### config.mk
export PLATFORM = sky130hd
export DESIGN_NAME = inset_overlay
export DESIGN_NICKNAME = d
export VERILOG_FILES = /design/src/rtl/inset_ovl_pkg.sv /design/src/rtl/inset_ovl_axis.sv /design/src/rtl/inset_ovl_pick.sv /design/src/rtl/inset_ovl_stage.sv /design/src/rtl/inset_overlay.sv
export SDC_FILE = /design/constraint.sdc
export NUM_CORES = 1
export LEC_CHECK = 0
export ABC_AREA = 1
export BUFFER_PORTS_ARGS = -buffer_cell sky130_fd_sc_hd__buf_4
export CAP_MARGIN = 20
export CORE_MARGIN = 2
export CORE_UTILIZATION = 50
export DETAILED_ROUTE_END_ITERATION = 8
export GPL_TIMING_DRIVEN = 0
export HOLD_SLACK_MARGIN = 0.06
export PLACE_DENSITY = 0.81
export SYNTH_ARGS = -nofsm -noshare
export SYNTH_HDL_FRONTEND = slang
export SYNTH_SLANG_ARGS = --single-unit
### constraint.sdc
create_clock -name clk -period 12.21 [get_ports clk]
set_input_delay 1.8315 -clock clk [delete_from_list [all_inputs] [get_ports clk]]
set_output_delay 1.8315 -clock clk [all_outputs]
set_load 0.05 [all_outputs]
### src/rtl/inset_ovl_pkg.sv
package inset_ovl_pkg;
  parameter int unsigned PIX_W = 8;

  typedef struct packed {
    logic [PIX_W-1:0] y;
    logic [PIX_W-1:0] u;
    logic [PIX_W-1:0] v;
  } yuv_t;

  typedef enum logic [1:0] {
    SRC_FRAME = 2'd0,
    SRC_BLANK = 2'd1,
    SRC_LIVE  = 2'd2,
    SRC_BACK  = 2'd3
  } src_e;
endpackage

### src/rtl/inset_ovl_axis.sv
// Classifies one coordinate axis: outer border, grid strip, cell index.
module inset_ovl_axis #(
  parameter int unsigned CRD_W     = 10,
  parameter int unsigned MAX_CELLS = 4,
  parameter int unsigned STRIP     = 4,
  localparam int unsigned CNT_W    = $clog2(MAX_CELLS + 1),
  localparam int unsigned IDX_W    = (MAX_CELLS > 1) ? $clog2(MAX_CELLS) : 1
) (
  input  logic [CRD_W-1:0] pos,
  input  logic [CRD_W-1:0] win_len,
  input  logic [CRD_W-1:0] border,
  input  logic [CRD_W-1:0] cell_len,
  input  logic [CNT_W-1:0] cells,
  input  logic             grid_en,
  output logic             on_border,
  output logic             on_strip,
  output logic [IDX_W-1:0] cell_idx
);
  localparam int unsigned EW = CRD_W + IDX_W;

  logic [CRD_W-1:0]     far_edge;
  logic [CRD_W-1:0]     inner;
  logic [EW-1:0]        inner_x;
  logic [MAX_CELLS-1:0] past_edge;
  logic [MAX_CELLS-1:0] in_band;

  assign far_edge  = win_len - border;
  assign on_border = (pos < border) || (pos >= far_edge);
  assign inner     = pos - border;
  assign inner_x   = EW'(inner);

  assign past_edge[0] = 1'b0;
  assign in_band[0]   = 1'b0;

  for (genvar k = 1; k < MAX_CELLS; k++) begin : g_edge
    logic [EW-1:0] edge_at;
    logic          edge_live;
    assign edge_at      = EW'(cell_len) * EW'(k);
    assign edge_live    = grid_en && (CNT_W'(k) < cells);
    assign past_edge[k] = edge_live && (inner_x >= edge_at);
    assign in_band[k]   = past_edge[k] && (inner_x < edge_at + EW'(STRIP));
  end

  // Edges passed are monotonic in k, so their count is the cell index.
  assign cell_idx = IDX_W'($countones(past_edge));
  assign on_strip = |in_band;
endmodule

### src/rtl/inset_ovl_pick.sv
// Priority colour selection: border, blank, live (with highlight), background.
module inset_ovl_pick
  import inset_ovl_pkg::*;
#(
  parameter int unsigned FRC_W   = 4,
  parameter int unsigned BGC_W   = 2,
  parameter int unsigned HL_GAIN = 64
) (
  input  logic             on_frame,
  input  logic             pic_act,
  input  logic             is_sel,
  input  logic             blank_en,
  input  logic             hilite_en,
  input  logic             multi,
  input  logic             mbg_sel,
  input  yuv_t             live,
  input  logic [FRC_W-1:0] frm_y,
  input  logic [FRC_W-1:0] frm_u,
  input  logic [FRC_W-1:0] frm_v,
  input  logic [BGC_W-1:0] bg_y,
  input  logic [BGC_W-1:0] bg_u,
  input  logic [BGC_W-1:0] bg_v,
  output yuv_t             pix
);
  localparam int unsigned FPAD = PIX_W - FRC_W;
  localparam int unsigned BPAD = PIX_W - BGC_W;
  localparam logic [PIX_W-1:0] MID = PIX_W'(1) << (PIX_W - 1);

  yuv_t            frame_c, back_c, black_c, bright_c;
  logic [PIX_W:0]  y_sum;
  src_e            src;

  assign frame_c = '{y: {frm_y, {FPAD{1'b0}}}, u: {frm_u, {FPAD{1'b0}}},
                     v: {frm_v, {FPAD{1'b0}}}};
  assign back_c  = '{y: {bg_y, {BPAD{1'b0}}}, u: {bg_u, {BPAD{1'b0}}},
                     v: {bg_v, {BPAD{1'b0}}}};
  assign black_c = '{y: '0, u: MID, v: MID};

  assign y_sum    = {1'b0, live.y} + (PIX_W + 1)'(HL_GAIN);
  assign bright_c = '{y: y_sum[PIX_W] ? {PIX_W{1'b1}} : y_sum[PIX_W-1:0],
                      u: live.u, v: live.v};

  always_comb begin
    if (on_frame)                          src = SRC_FRAME;
    else if (pic_act && is_sel && blank_en) src = SRC_BLANK;
    else if (pic_act)                      src = SRC_LIVE;
    else                                   src = SRC_BACK;
  end

  always_comb begin
    unique case (src)
      SRC_FRAME: pix = frame_c;
      SRC_BLANK: pix = back_c;
      SRC_LIVE:  pix = (hilite_en && is_sel) ? bright_c : live;
      default:   pix = (multi && !mbg_sel) ? black_c : back_c;
    endcase
  end
endmodule

### src/rtl/inset_ovl_stage.sv
// One-deep valid/ready output register.
module inset_ovl_stage
  import inset_ovl_pkg::*;
(
  input  logic clk,
  input  logic rst_n,
  input  logic in_valid,
  output logic in_ready,
  input  yuv_t in_pix,
  output logic out_valid,
  input  logic out_ready,
  output yuv_t out_pix
);
  assign in_ready = !out_valid || out_ready;

  always_ff @(posedge clk) begin
    if (!rst_n) begin
      out_valid <= 1'b0;
      out_pix   <= '0;
    end else if (in_ready) begin
      out_valid <= in_valid;
      if (in_valid) out_pix <= in_pix;
    end
  end
endmodule

### src/rtl/inset_overlay.sv
module inset_overlay
  import inset_ovl_pkg::*;
#(
  parameter int unsigned CRD_W    = 10,
  parameter int unsigned MAX_COLS = 4,
  parameter int unsigned MAX_ROWS = 4,
  parameter int unsigned FRC_W    = 4,
  parameter int unsigned BGC_W    = 2,
  parameter int unsigned INNER_W  = 4,
  parameter int unsigned INNER_H  = 2,
  parameter int unsigned HL_GAIN  = 64,
  localparam int unsigned COL_W   = $clog2(MAX_COLS + 1),
  localparam int unsigned ROW_W   = $clog2(MAX_ROWS + 1),
  localparam int unsigned SUB_W   = (MAX_COLS * MAX_ROWS > 1) ? $clog2(MAX_COLS * MAX_ROWS) : 1
) (
  input  logic             clk,
  input  logic             rst_n,
  input  logic             in_valid,
  output logic             in_ready,
  input  logic [CRD_W-1:0] in_x,
  input  logic [CRD_W-1:0] in_y,
  input  logic             in_pic_act,
  input  logic [PIX_W-1:0] in_live_y,
  input  logic [PIX_W-1:0] in_live_u,
  input  logic [PIX_W-1:0] in_live_v,
  input  logic [CRD_W-1:0] cfg_win_w,
  input  logic [CRD_W-1:0] cfg_win_h,
  input  logic [CRD_W-1:0] cfg_fw_h,
  input  logic [CRD_W-1:0] cfg_fw_v,
  input  logic             cfg_multi,
  input  logic [COL_W-1:0] cfg_cols,
  input  logic [ROW_W-1:0] cfg_rows,
  input  logic [CRD_W-1:0] cfg_cell_w,
  input  logic [CRD_W-1:0] cfg_cell_h,
  input  logic             cfg_inner_on,
  input  logic [FRC_W-1:0] cfg_frm_y,
  input  logic [FRC_W-1:0] cfg_frm_u,
  input  logic [FRC_W-1:0] cfg_frm_v,
  input  logic [BGC_W-1:0] cfg_bg_y,
  input  logic [BGC_W-1:0] cfg_bg_u,
  input  logic [BGC_W-1:0] cfg_bg_v,
  input  logic             cfg_mbg_sel,
  input  logic [SUB_W-1:0] cfg_sel_idx,
  input  logic             cfg_blank,
  input  logic             cfg_hilite,
  output logic             out_valid,
  input  logic             out_ready,
  output logic [PIX_W-1:0] out_y,
  output logic [PIX_W-1:0] out_u,
  output logic [PIX_W-1:0] out_v
);
  localparam int unsigned CIX_W = (MAX_COLS > 1) ? $clog2(MAX_COLS) : 1;
  localparam int unsigned RIX_W = (MAX_ROWS > 1) ? $clog2(MAX_ROWS) : 1;

  logic             bord_x, bord_y, strip_x, strip_y;
  logic [CIX_W-1:0] col_idx;
  logic [RIX_W-1:0] row_idx;
  logic [SUB_W-1:0] sub_idx;
  logic             on_frame, is_sel;
  yuv_t             live_pix, pick_pix, reg_pix;

  inset_ovl_axis #(.CRD_W(CRD_W), .MAX_CELLS(MAX_COLS), .STRIP(INNER_W)) u_axis_x (
    .pos(in_x), .win_len(cfg_win_w), .border(cfg_fw_h), .cell_len(cfg_cell_w),
    .cells(cfg_cols), .grid_en(cfg_multi),
    .on_border(bord_x), .on_strip(strip_x), .cell_idx(col_idx)
  );

  inset_ovl_axis #(.CRD_W(CRD_W), .MAX_CELLS(MAX_ROWS), .STRIP(INNER_H)) u_axis_y (
    .pos(in_y), .win_len(cfg_win_h), .border(cfg_fw_v), .cell_len(cfg_cell_h),
    .cells(cfg_rows), .grid_en(cfg_multi),
    .on_border(bord_y), .on_strip(strip_y), .cell_idx(row_idx)
  );

  assign sub_idx  = SUB_W'(row_idx) * SUB_W'(cfg_cols) + SUB_W'(col_idx);
  assign is_sel   = (sub_idx == cfg_sel_idx);
  assign on_frame = bord_x || bord_y ||
                    (cfg_multi && cfg_inner_on && (strip_x || strip_y));
  assign live_pix = '{y: in_live_y, u: in_live_u, v: in_live_v};

  inset_ovl_pick #(.FRC_W(FRC_W), .BGC_W(BGC_W), .HL_GAIN(HL_GAIN)) u_pick (
    .on_frame(on_frame), .pic_act(in_pic_act), .is_sel(is_sel),
    .blank_en(cfg_blank), .hilite_en(cfg_hilite), .multi(cfg_multi),
    .mbg_sel(cfg_mbg_sel), .live(live_pix),
    .frm_y(cfg_frm_y), .frm_u(cfg_frm_u), .frm_v(cfg_frm_v),
    .bg_y(cfg_bg_y), .bg_u(cfg_bg_u), .bg_v(cfg_bg_v),
    .pix(pick_pix)
  );

  inset_ovl_stage u_stage (
    .clk(clk), .rst_n(rst_n),
    .in_valid(in_valid), .in_ready(in_ready), .in_pix(pick_pix),
    .out_valid(out_valid), .out_ready(out_ready), .out_pix(reg_pix)
  );

  assign out_y = reg_pix.y;
  assign out_u = reg_pix.u;
  assign out_v = reg_pix.v;
endmodule

Word-level counts from Yosys, hierarchy flattened
Index checks and enable logic that the tools add are counted.
{"block": "totals", "regBits": 25, "wordCells": 91, "out_inout_bits": 26}
{"block": "classes", "addsub": 16, "muxes": 7, "order_cmp": 22, "n_eq_ne": 3, "n_mul": 3, "reduce_logical": 36}
{"op": "$lt 10x12->1", "n": 6}
{"op": "$pmux 24 s3", "n": 1}
{"op": "$mux 24", "n": 2}
{"op": "$ge 10x10->1", "n": 4}
{"op": "$sub 10x10->10", "n": 4}
{"op": "$ge 10x12->1", "n": 2}
{"op": "$logic_and 1x1->1", "n": 24}
{"op": "$mul 10x2->12 const B", "n": 2}
{"op": "$ge 10x11->1", "n": 2}
{"op": "$lt 10x10->1", "n": 2}
{"op": "$add 11x2->12 const B", "n": 1}
{"op": "$add 11x3->12 const B", "n": 1}
{"op": "$add 12x2->12 const B", "n": 1}
{"op": "$add 12x3->12 const B", "n": 1}
{"op": "$lt 2x3->1 const A", "n": 4}
{"op": "$add 10x2->11 const B", "n": 1}
{"op": "$add 10x3->11 const B", "n": 1}
{"op": "$add 8x7->9 const B", "n": 1}
{"op": "$mux 8", "n": 1}
{"op": "$logic_or 1x1->1", "n": 6}
{"op": "$lt 1x3->1 const A", "n": 2}
{"op": "$reduce_or 3->1", "n": 2}
{"op": "$add 1x1->2", "n": 2}
{"op": "$add 1x2->2", "n": 2}
{"op": "other kinds (10)", "n": 12}

Longest topological paths before layout
{"block": "logic_depth", "depth_word": 14, "depth_mapped": 38}

Cells and area by module
From an unflattened synthesis, not the netlist that was laid out.
{"block": "unflattened", "cells_unflattened": 1317, "hier_area_um2": 8365.5}
{"module": "inset_ovl_axis at u_axis_y", "n_inst": 1, "cells_per_inst": 499, "area_per_inst_um2": 3276.9, "seq_area_each_um2": 0.0}
{"module": "inset_ovl_axis at u_axis_x", "n_inst": 1, "cells_per_inst": 517, "area_per_inst_um2": 3260.6, "seq_area_each_um2": 0.0}
{"module": "inset_ovl_stage", "n_inst": 1, "cells_per_inst": 162, "area_per_inst_um2": 1143.6, "seq_area_each_um2": 500.5}
{"module": "inset_ovl_pick", "n_inst": 1, "cells_per_inst": 90, "area_per_inst_um2": 421.7, "seq_area_each_um2": 0.0}
{"module": "inset_overlay", "n_inst": 1, "cells_per_inst": 49, "area_per_inst_um2": 262.8, "seq_area_each_um2": 0.0}

Least setup slack after synthesis
No wires, ideal clock.
{"block": "synth_path", "kind": "input to register", "startpoint": "input port in_y[0]", "endpoint": "register u_stage.out_pix[4] in the netlist's numbering", "required_ns": 12.079, "path_buffers": 1, "cell_stages": 34, "arrival_time_ns": 7.025, "slack_ns": 5.054, "setup_ns": 0.131, "cell_sequence": "inv_1 -> ha_1 -> fa_1 -> o21ai_0 -> nand3_1 -> nand2_1 -> nand3_1 -> nand2_1 -> xnor2_1 -> inv_1 -> ha_1 -> nand2_1 -> nor3_1 -> o211ai_1 -> a41oi_1 -> fa_1 -> nand2_1 -> inv_1 -> ha_1 -> fa_1 -> inv_1 -> fa_1 -> xnor2_1 -> nor3_1 -> nand4_1 -> nand2_1 -> inv_1 -> nand3_4 -> inv_4 -> buf_8 -> nand2_1 -> nand2_1 -> nand2_1 -> a21oi_2"}
{"block": "synth_via", "elab_chain_cells": 14}
{"element": "start, declared", "line_no": "inset_overlay.sv:21", "source": "input logic [CRD_W-1:0] in_y,"}
{"element": "$sub 10x10->10", "line_no": "inset_ovl_axis.sv:29", "source": "assign inner = pos - border;"}
{"element": "$ge 10x12->1 or $ge 10x11->1 (tied branches)", "line_no": "inset_ovl_axis.sv:40", "source": "assign past_edge[k] = edge_live && (inner_x >= edge_at);"}
{"element": "$logic_and 1x1->1", "line_no": "inset_ovl_axis.sv:40"}
{"element": "$add 1x1->2 (implied by the code)", "line_no": "inset_ovl_axis.sv:45", "source": "assign cell_idx = IDX_W'($countones(past_edge));"}
{"element": "$add 1x2->2 (implied by the code)", "line_no": "inset_ovl_axis.sv:45"}
{"element": "$mul 2x3->4", "line_no": "inset_overlay.sv:74", "source": "assign sub_idx = SUB_W'(row_idx) * SUB_W'(cfg_cols) + SUB_W'(col_idx);"}
{"element": "$add 4x2->4", "line_no": "inset_overlay.sv:74"}
{"element": "$eq 4x4->1", "line_no": "inset_overlay.sv:75", "source": "assign is_sel = (sub_idx == cfg_sel_idx);"}
{"element": "$logic_and 1x1->1 (2 in a row)", "line_no": "inset_ovl_pick.sv:45", "source": "else if (pic_act && is_sel && blank_en) src = SRC_BLANK;"}
{"element": "$mux 2", "line_no": "inset_ovl_pick.sv:45"}
{"element": "$mux 2 (*)", "line_no": "inset_ovl_pick.sv:44", "source": "if (on_frame) src = SRC_FRAME;"}
{"element": "$eq 2x2->1, or another cell as far along", "line_no": "inset_ovl_pick.sv:51", "source": "unique case (src)"}
{"element": "$pmux 24 s3 (*)", "line_no": "inset_ovl_pick.sv:51"}
{"element": "end signal, assigned", "line_no": "inset_ovl_stage.sv:22", "source": "if (in_valid) out_pix <= in_pix;"}
{"element": "end, declared", "line_no": "inset_ovl_stage.sv:12", "source": "output yuv_t out_pix"}
Every way passes the cells marked *; elsewhere a longest branch is shown, timed or not.
A chain may end at the register's enable or synchronous reset.

Final worst setup path
{"block": "layout_path", "startpoint": "input port in_y[0]", "endpoint": "register u_stage.out_pix[17] in the netlist's numbering"}
{"block": "layout_via", "elab_chain_cells": 14}
{"element": "$sub 10x10->10", "line_no": "inset_ovl_axis.sv:29"}
{"element": "$ge 10x12->1 or $ge 10x11->1 (tied branches)", "line_no": "inset_ovl_axis.sv:40"}
{"element": "$logic_and 1x1->1", "line_no": "inset_ovl_axis.sv:40"}
{"element": "$add 1x1->2 (implied by the code)", "line_no": "inset_ovl_axis.sv:45"}
{"element": "$add 1x2->2 (implied by the code)", "line_no": "inset_ovl_axis.sv:45"}
{"element": "$mul 2x3->4", "line_no": "inset_overlay.sv:74"}
{"element": "$add 4x2->4", "line_no": "inset_overlay.sv:74"}
{"element": "$eq 4x4->1", "line_no": "inset_overlay.sv:75"}
{"element": "$logic_and 1x1->1 (2 in a row)", "line_no": "inset_ovl_pick.sv:45"}
{"element": "$mux 2", "line_no": "inset_ovl_pick.sv:45"}
{"element": "$mux 2", "line_no": "inset_ovl_pick.sv:44"}
{"element": "$eq 2x2->1, or another cell as far along", "line_no": "inset_ovl_pick.sv:51"}
{"element": "$pmux 24 s3 (*)", "line_no": "inset_ovl_pick.sv:51"}
Marks and branches as above.

==> flow_summary.yaml <==
status:
  status: "complete, no violations"
timing:
  hold_viol_final: 0
  rsz0062_at_grt: "false"
  tightest_slew_ns: 0.682
  relSlewSlack_pct: 54.4
  layout_worst_path_cycle_share_pct: 64.1
  setup_violations: 0
  finClkSkew_ns: 0.00419
  fmax_ghz: 0.128
  tns_ns: 0
  min_period_ns: 7.82
  maxSlewViolCount: 0
global_route:
  met3_usage_pct: 2.77
  grt_max_degree: 15
  grt_overflow_total: 0
  grt_pass1_wl_mm: 35.3
  grt.total_usage_pct: 25.4
  busiest_layer: "met2"
  use_met1_pct: 32.7
  antenna_found_initial: 0
  grt_pass1_vias: 7761
  grtUsageMet2_pct: 46.5
place:
  gp_congestion: 0.906
  dp_hpwl_mm: 18.9
  placedCellCount: 1609
  port_buffers: 167
  post_dp_cell_area_um2: 9390
die:
  rows: 45
  fp.dieW_um: 129
  fp.dieH_um: 129
  fp.dieArea_um2: 16800
  boundaryPins: 168
  start_util_pct: 51.4
  core-area_um2: 15300
cts:
  cts.repair.resized: 0
  post_cts_buffers: 0
  cts_sinks: 25
  cts_made_buffers: 3
  ctsHoldBuffers: 0
  root_buffer: "clkbuf_16"
  clk_latency_ns: 0.27
  clk_path_buf_depth: 2
  ctsHtreeMaxLevel: 1
  cts_tree: "done"
  clkSlewWorstSetupHoldPaths_ns: 0.07
layout:
  final_layout_size_suffix_gt1_share_pct: 14.8
  fin_nets: 1740
  antenna_cells: 0
  area_delta_synth_final_pct: 20.3
  final_area_um2: 9470
  final_cells: 1613
logic_synthesis:
  synth_top_area_share_pct: 29.6
  postSynthCellCount: 1231
  synth_edf_count: 0
  yosys_warnings: 0
  synth.area.top_cells: "ha_1 30%, nand2_1 15%, inv_1 9.1%, a21oi_1 6.9%, dfxtp_1 6.4%"
  ys_seq_area_share_pct: 6.36
  yosysTopAreaCell: "ha_1"
  synth.distinct_cells: 51
  synth_seq_cells: 25
  synthArstFlopShare_pct: 0
  syn-num-nets: 1568
  synthFlopType: "dfxtp_1"
  synthTopCellsByCount: "324 x nand2_1, 190 x inv_1, 186 x ha_1, 109 x a21oi_1, 79 x nor2_1"
  synth_area_um2: 7870
  yosysMostFrequentCell: "nand2_1"
  avgSynthCellArea_um2: 6.40
drt:
  wl_per_cell_um: 13.6
  drtIter0Drc: 452
  drcViolationCount: 0
  routed_wl_mm: 21.9
  via_per_inst: 5.22
  vias: 8422
  drtAntennaViolNets: 0
  dr.pass1.iters: 7
worst_setup_path:
  path_common_cell: "nand2_1"
  rrSetupSlack_ns: 10.43
  critPathRequiredTime_ns: 12.41
  cp-start-kind: "primary input"
  critPathLaunch: "in_y[0]"
  slowest_delay_ns: 0.51
  path_class: "primary input to register"
  ff2ff_path_depth: 8
  rr_endpoint: "u_stage.out_pix[15]"
  cp_max_fo: 6
  setup.worst_path.end_class: "register"
  crit_slowest_cell: "fa_1"
  arrival_ns: 8.02
  timing.rr.start: "u_stage.out_valid"
run:
  cap_violations: 0
power:
  power_leakage_nw: 5.34
  total_power_uw: 731
  power.density_nw_per_um2: 77.2
  irDropWorstVdd_uv: 56.6
hold_path:
  min-delay-start: "u_stage.out_pix[7]"
  hold_depth: 2
  hold_class: "register to register"
  holdPathEnd: "u_stage.out_pix[7]"
==> per-layer routing <==
metal / vias to the layer above / wire (µm) / part of all wire [%]
met2: 225 / 10700 / 49
met4: 0 / 411 / 1.9
met5: - / 0 / 0
met1: 3763 / 9750 / 44
li1: 4402 / - / -
met3: 32 / 1020 / 4.7
==> layout make-up <==
cell class	instances	area, µm²
multi-input cells	999	6560
clock inverters	1	5.00
clock buffers	3	75.1
flip-flops and latches	25	500
fillers	1506	5840
well taps	211	264
plain buffers	11	72.6
inverters	196	738
repair buffers	167	1250
==> placed cells by master (no fill, tap or decap), types with 3 or more instances in the layout <==
| master | Yosys | routed |
|---|---|---|
| o21ai_0 | 33 | 33 |
| nor3_1 | 12 | 12 |
| o21bai_1 | 14 | 14 |
| nand2_2 | 8 | 8 |
| a21oi_1 | 109 | 109 |
| nor4_1 | 4 | 4 |
| ha_1 | 186 | 186 |
| inv_2 | 5 | 5 |
| nand4_1 | 22 | 22 |
| buf_4 | 2 | 169 |
| a31oi_1 | 4 | 4 |
| nand2_1 | 324 | 324 |
| clkbuf_16 | 0 | 3 |
| xnor2_1 | 26 | 26 |
| inv_1 | 190 | 190 |
| nor2_4 | 3 | 3 |
| dfxtp_1 | 25 | 25 |
| nor2_1 | 79 | 79 |
| xor2_1 | 44 | 44 |
| nand3b_1 | 4 | 4 |
| o211ai_1 | 8 | 8 |
| fa_1 | 9 | 9 |
| a211oi_1 | 5 | 5 |
| clkbuf_1 | 5 | 5 |
| a21o_1 | 7 | 7 |
| nand3_1 | 70 | 70 |
==> critical path, delay by kind of cell <==
kind	cells	cell delay, ns
AO/OA/AOI/OAI	5	1.15
buffers and inverters	5	0.39
XOR/XNOR	2	0.26
AND/OR/NAND/NOR	11	1.73
adder cells (fa/ha/maj)	7	2.62
==> sequential cells by signal, summed over array words and instances, names as in the netlist <==
signal	count
u_stage.out_pix	24
u_stage.out_valid	1
==> worst max-delay path by stage <==
stage / end / slack (ns) / cells after the start
2_1_floorplan: u_stage.out_pix[4] / 5.05 / 34
3_3_place_gp: u_stage.out_pix[17] / 4.29 / 30
3_5_place_dp: u_stage.out_pix[18] / 4.14 / 30
4_1_cts: u_stage.out_pix[18] / 4.38 / 30
5_1_grt: u_stage.out_pix[18] / 3.83 / 30
6_report: u_stage.out_pix[17] / 4.39 / 30
==> cell families (layout without fill, tap and decap cells) <==
logic type	Yosys count	after routing	synth area share, %
buffers and inverters	207	378	10.3
adders and majority gates	195	195	31.8
xor gates and xnor gates	72	72	8.20
DFF	25	25	6.36
AOI/OAI and AO/OA	192	192	13.8
and+or+nand+nor	540	540	29.5
==> power by group <==
| group | switching [mW] | internal (mW) |
|---|---|---|
| logic | 0.338 | 0.230 |
| clock network | 0.0316 | 0.0443 |
| registers | 0.00201 | 0.0854 |
| total | 0.371 | 0.360 |
==> per-stage QoR <==
stage	util (%)	hold WS, ns	setup WS [ns]
2_1_floorplan	-	0.690	5.05
3_3_place_gp	61.3	0.453	4.29
3_5_place_dp	61.3	0.455	4.14
4_1_cts	61.8	0.465	4.38
5_1_grt	61.8	0.481	3.83
6_report	61.8	0.465	4.39
No activity file was read; power rests on OpenSTA's default activity.
